===== src/rtl/vec_cmp_mask.sv =====
module vec_cmp_mask #(
  parameter int VEC_BITS = 128
) (
  input  logic                    clk,
  input  logic                    rst_n,
  input  logic                    start,
  input  logic [VEC_BITS-1:0]     a,
  input  logic [VEC_BITS-1:0]     b,
  input  logic [2:0]              pred,
  input  logic                    is_signed,
  input  logic [1:0]              width_sel,
  input  logic [1:0]              mode,
  input  logic                    qual_use,
  input  logic [VEC_BITS/8-1:0]   qual_mask,
  output logic [VEC_BITS/8-1:0]   result_mask,
  output logic                    result_valid
);
  localparam int MW = VEC_BITS / 8;

  function automatic logic rel(input logic [2:0] p, input logic eq, input logic lt);
    logic base;
    case (p[1:0])
      2'd0: base = eq;
      2'd1: base = lt;
      2'd2: base = lt | eq;
      default: base = 1'b0;
    endcase
    return base ^ p[2];
  endfunction

  for (genvar g = 0; g < 4; g++) begin : gw
    localparam int W = 8 << g;
    localparam int N = VEC_BITS / W;
    logic [MW-1:0] r;
    for (genvar i = 0; i < N; i++) begin : gl
      logic [W-1:0] ea, eb;
      logic         eq, lt, hit;
      assign ea  = a[i*W +: W];
      assign eb  = b[i*W +: W];
      assign eq  = (ea == eb);
      assign lt  = {ea[W-1] ^ is_signed, ea[W-2:0]} < {eb[W-1] ^ is_signed, eb[W-2:0]};
      assign hit = (mode == 2'd1) ?  (|(ea & eb)) :
                   (mode == 2'd2) ? ~(|(ea & eb)) : rel(pred, eq, lt);
      assign r[i] = hit;
    end
    if (N < MW) begin : gz
      assign r[MW-1:N] = '0;
    end
  end

  logic [MW-1:0] sel, lane_en;

  always_comb begin
    case (width_sel)
      2'd0:    sel = gw[0].r;
      2'd1:    sel = gw[1].r;
      2'd2:    sel = gw[2].r;
      default: sel = gw[3].r;
    endcase
  end

  assign lane_en = qual_use ? qual_mask : {MW{1'b1}};

  always_ff @(posedge clk or negedge rst_n) begin
    if (!rst_n) begin
      result_mask  <= '0;
      result_valid <= 1'b0;
    end else begin
      result_valid <= start;
      if (start) result_mask <= sel & lane_en;
    end
  end
endmodule


===== config.mk =====
export PLATFORM = sky130hd
export DESIGN_NAME = vec_cmp_mask
export DESIGN_NICKNAME = d
export VERILOG_FILES = /design/src/rtl/vec_cmp_mask.sv
export SDC_FILE = /design/constraint.sdc
export NUM_CORES = 1
export LEC_CHECK = 0
export ABC_AREA = 0
export BUFFER_PORTS_ARGS = -buffer_cell sky130_fd_sc_hd__buf_2
export CAP_MARGIN = 40
export CORE_MARGIN = 2
export CORE_UTILIZATION = 50
export CTS_CLUSTER_DIAMETER = 60
export DETAILED_ROUTE_END_ITERATION = 8
export GPL_TIMING_DRIVEN = 0
export PLACE_DENSITY_LB_ADDON = 0.25
export SKIP_LAST_GASP = 1
export SYNTH_ARGS = -nofsm -noshare
export SYNTH_HDL_FRONTEND = slang
export SYNTH_SLANG_ARGS = --single-unit

===== constraint.sdc =====
create_clock -name clk -period 2.25 [get_ports clk]
set_input_delay 0.225 -clock clk [delete_from_list [all_inputs] [get_ports clk]]
set_output_delay 0.225 -clock clk [all_outputs]
set_load 0.02 [all_outputs]

# [Word level (Yosys, flattened, before mapping)]
# Cells that the tools add are included.
[classes] order_cmp=30 n_eq_ne=36 mux=92 bitwise=153 reduce_logical=32
[op_table] cell="$and A16 B16 Y16" n=9
[op_table] cell="$and A32 B32 Y32" n=4
[op_table] cell="$and A64 B64 Y64" n=2
[op_table] cell="$and A8 B8 Y8" n=16
[op_table] cell="$eq A16 B16 Y1" n=8
[op_table] cell="$eq A32 B32 Y1" n=4
[op_table] cell="$eq A64 B64 Y1" n=2
[op_table] cell="$eq A8 B8 Y1" n=16
[op_table] cell="$lt A16 B16 Y1" n=8
[op_table] cell="$lt A32 B32 Y1" n=4
[op_table] cell="$lt A64 B64 Y1" n=2
[op_table] cell="$lt A8 B8 Y1" n=16
[op_table] cell="$reduce_or A16 Y1" n=8
[op_table] cell="$reduce_or A32 Y1" n=4
[op_table] cell="$reduce_or A64 Y1" n=2
[op_table] cell="$reduce_or A8 Y1" n=16
[op_table] cell="$pmux W1 S3" n=30
[op_table] cell="$xor A1 B1 Y1" n=62
[op_table] cell="$mux W1" n=60
[op_table] cell="$pmux W16 S3" n=1
[op_table] cell="$not A1 Y1" n=30
[op_table] cell="$or A1 B1 Y1" n=30
[op_table] cell="$mux W16" n=1
[op_table] cell="$eq A2 B1 Y1 const B" n=3
[op_table] cell="other kinds (2)" n=5
[word_totals] reg_bits=17 inputBits=284 output_inout_bits=17 word_cells=345

# [Longest topological paths before layout]
[depth] depth_word=9 ltp_mapped=11

# [Worst setup path before layout]
# Ideal clock, no wire load.
[synth_path] kind="input port to flip-flop" from="in b[29]" to="reg result_mask[0]" setup_time_ps=94 arrival_ps=2415 required_ps=2156 setup_slack_ps=-259 cell_stages=10 path_buffers=0 path_cell_list="inv_1 ha_1 nand4_1 or4_4 and4bb_1 or3b_4 nand4b_1 mux2_2 o2111ai_1 a221oi_2"
[synth_via] elab_chain_len=8
[synth_lines] item="start: declaration" line_no="8" source="input logic [VEC_BITS-1:0] b,"
[synth_lines] item="$lt A64 B64 Y1 (tied with other cells)" line_no="41" source="assign lt = {ea[W-1] ^ is_signed, ea[W-2:0]} < {eb[W-1] ^ is_signed, eb[W-2:0]};"
[synth_lines] item="$or A1 B1 Y1" line_no="25" source="2'd2: base = lt | eq;"
[synth_lines] item="$pmux W1 S3" line_no="22" source="case (p[1:0])"
[synth_lines] item="$xor A1 B1 Y1" line_no="28" source="return base ^ p[2];"
[synth_lines] item="$mux W1" line_no="43" source="(mode == 2'd2) ? ~(|(ea & eb)) : rel(pred, eq, lt);"
[synth_lines] item="$mux W1" line_no="42" source="assign hit = (mode == 2'd1) ? (|(ea & eb)) :"
[synth_lines] item="$pmux W16 S3 (*)" line_no="54" source="case (width_sel)"
[synth_lines] item="$and A16 B16 Y16 (*)" line_no="70" source="if (start) result_mask <= sel & lane_en;"
[synth_lines] item="end signal: assignment" line_no="70"
[synth_lines] item="end: declaration" line_no="15" source="output logic [VEC_BITS/8-1:0] result_mask,"
# Mark *: on every way between the ends. The rest lies on a longest branch, timed or not.
# A chain may end at the register's enable or synchronous reset.

# [Worst setup path after layout]
[layout_path] from="in b[31]" to="reg result_mask[0]"
[layout_via] elab_chain_len=9
[layout_lines] item="$xor A1 B1 Y1" line_no="41"
[layout_lines] item="$lt A32 B32 Y1" line_no="41"
[layout_lines] item="$or A1 B1 Y1" line_no="25"
[layout_lines] item="$pmux W1 S3" line_no="22"
[layout_lines] item="$xor A1 B1 Y1" line_no="28"
[layout_lines] item="$mux W1" line_no="43"
[layout_lines] item="$mux W1" line_no="42"
[layout_lines] item="$pmux W16 S3 (*)" line_no="54"
[layout_lines] item="$and A16 B16 Y16 (*)" line_no="70"
# Marks and branches as above.

==> flow_metrics.py <==
metrics = {
    "drt": {
        "first_iter_violations": 596,
        "ant_nets": 0,
        "drc_errors": 0,
        "wl_per_cell_um": 16.3,
        "vias": 9441,
        "viasPerCell": 5.60,
        "routed_wl_mm": 27.6,
        "drtPass1Iterations": 5,
    },
    "setup_path": {
        "critPathMostFrequentCell": "buf_4",
        "worstPathRequired_ps": 2350,
        "critPathLaunch": "b[31]",
        "crit_path_start_kind": "primary input",
        "r2r_setup_slack_ps": 930,
        "path_max_fanout": 4,
        "crit_path_top_delay_cell": "or4_4",
        "crit_path_end_kind": "flip-flop",
        "worstPathCellList": "buf_4, inv_2, ha_4, nand4_1, or4_4, and4bb_2, or3b_4, buf_4, buf_4, o2111ai_2, a221oi_2",
        "slowest_delay_ps": 540,
        "worstPathArrival_ps": 2610,
        "path_class": "in2reg",
        "r2r-start": "result_mask[1]",
    },
    "status": {
        "violations": "negative setup slack",
        "status": "finished, violations left",
    },
    "timing": {
        "setup_viol": 2,
        "max_slew.worst_pin.slew_ps": 834,
        "final-max-slew-violation-count": 0,
        "clock.fmax_mhz": 399,
        "relSlewSlack_pct": 44.4,
        "fin_skew_ps": 0,
        "period_minus_slack_ps": 2510,
        "hold_viol": 0,
        "worst_slack_ps": -258,
        "post-route-period-util_pct": 111,
        "rsz0062_at_grt": "yes",
    },
    "synth": {
        "synth_area_leaders": "ha_1 (40%), inv_1 (7.3%), dfrtp_1 (5.1%)",
        "yosysMostFrequentCell": "ha_1",
        "yosys_most_used_dff": "dfrtp_1",
        "synth_cells": 1131,
        "synth_edf_count": 0,
        "ys_types": 73,
        "synth.top_cell.area_share_pct": 39.9,
        "synth_commonest_cells": "ha_1 (268), inv_1 (163), nand2_1 (82), nor2_1 (81), a21oi_1 (74)",
        "synth_top_area_cell": "ha_1",
        "syn_area_per_cell_um2": 7.43,
        "synth-seq-cells": 17,
        "yosysWarnings": 0,
        "synth_async_sr_flop_share_pct": 100,
        "syn-num-nets": 1683,
        "synth_area_um2": 8410,
        "yosysSeqAreaShare_pct": 5.06,
    },
    "finish": {
        "drive_gt1_share_pct": 31.5,
        "multi_input_area_um2": 8070,
        "area_growth_pct": 36.2,
        "regArea_um2": 425,
        "fin_nets": 2018,
        "fill_cells": 1380,
        "final_util_pct": 69.3,
    },
    "cts": {
        "clk_latency_ps": 250,
        "root_buffer": "clkbuf_16",
        "clk_pin_slew_ps": 60,
        "cts_sinks": 17,
        "numCtsBuffers": 3,
        "clockBufferDepth": 2,
        "cts_tree": "built",
        "htree_levels": 1,
    },
    "floorplan": {
        "fp.dieH_um": 134,
        "core_um2": 16500,
        "fp-row-count": 47,
        "io_pins": 301,
        "initial_core_util_pct": 50.9,
        "fp.dieArea_um2": 17900,
        "die_w_um": 134,
    },
    "worst_hold_path": {
        "hold_class": "in2reg",
        "hp-start": "start",
    },
    "power_and_ir_drop": {
        "power_density_nw_per_um2": 239,
        "irDropWorstVdd_mv": 0.232,
        "p_leak_nw": 6.05,
    },
    "flow_run": {
        "drv_cap": 0,
    },
    "place": {
        "preCtsSetupSlack_ps": -918,
        "place.gp.congestion": 0.972,
        "hpwl_mm": 22.2,
        "portBuffers": 298,
    },
    "global_route": {
        "grt_pass1_wl_mm": 42.7,
        "grt.overflow.total": 0,
        "grt_max_degree": 18,
        "groute.usage.overall_pct": 29.2,
        "grt_pass1_vias": 9254,
        "antenna_found_initial": 4,
    },
}
[flip-flops by register name, summed over array words and instances, names as in the netlist]
| name | flops |
|---|---|
| result_valid | 1 |
| result_mask | 16 |
[worst max-delay path: cells and delay by family]
family	cells	cell delay, ps
buf+inv	4	420
fa+ha+maj	1	260
simple gates	4	1430
compound gates	2	260
[timing repair]
action                     CTS  global route
buffers inserted             8            23
setup endpoints to repair   14            13
pin swaps                   23            48
hold buffers                 1             0
resized for setup           73            98
hold endpoints to repair    17             0
[layout by cell type (no fill, tap or decap), types with 21 or more instances in the layout]
| master | count |
|---|---|
| o21ai_0 | 58 |
| buf_2 | 282 |
| inv_1 | 149 |
| a21oi_1 | 70 |
| a21o_1 | 21 |
| ha_1 | 247 |
| nand4_1 | 24 |
| nand2_1 | 79 |
| buf_4 | 40 |
| nor4_1 | 25 |
| ha_4 | 21 |
| nor2_1 | 77 |
[cell families (layout without fill, tap and decap cells)]
kind of cell / after synthesis / after routing / share of synthesized area, %
adder cells (fa/ha/maj): 268 / 268 / 39.9
buffers and inverters: 190 / 524 / 8.57
other: 0 / 2 / 0
multiplexers: 10 / 10 / 1.22
XOR/XNOR: 20 / 20 / 2.17
AND/OR/NAND/NOR: 356 / 356 / 22.3
flip-flops: 17 / 17 / 5.06
AO/OA/AOI/OAI: 270 / 270 / 20.8
[stage by stage]
step | instance area (µm²) | std cells | hold WS [ps] | setup TNS, ps | total power [mW]
finish | 11500 | 1687 | 167 | -471 | 2.74
global route | 11400 | 1686 | 169 | -759 | 2.97
CTS | 10800 | 1663 | 167 | -387 | 2.54
detailed placement | 10300 | 1650 | 188 | -7170 | 2.07
global placement | 10300 | 1649 | 186 | -7120 | 2.03
floorplan | 8490 | 1131 | -70.6 | -294 | 1.38
[path summary, 6_finish.rpt]
| path | depth (start not counted) | end |
|---|---|---|
| setup / recovery | 11 | result_mask[0] |
| hold / removal | 1 | result_valid |
| setup reg to reg | 6 | result_mask[1] |
| hold reg to reg | 1 | result_mask[3] |
| max in group asynchronous | 2 | result_mask[10] |
| min in group asynchronous | 2 | result_mask[8] |
[final cells by class]
cell class	count	area share, %
multi-input combinational	924	70.5
tap	220	2.40
antenna	2	0.0437
clock inverter	1	0.0437
inverter	163	5.54
sequential	17	3.71
clock buffer	3	0.656
buffer	26	1.04
timing repair buffer	331	16.1
[metal layers]
metal	global-route usage, %	vias up	share of wire [%]
met4	10.1	4	2.8
met3	4.00	52	6.8
met2	55.0	359	50
met5	0	-	0.076
met1	33.4	4325	41
li1	-	4701	-
[where the power goes]
group / switching (mW) / internal, mW
combinational: 1.11 / 0.905
clock: 0.141 / 0.239
sequential: 0.0163 / 0.336
total: 1.26 / 1.48
Note: power is estimated with default switching activity, not from simulation.
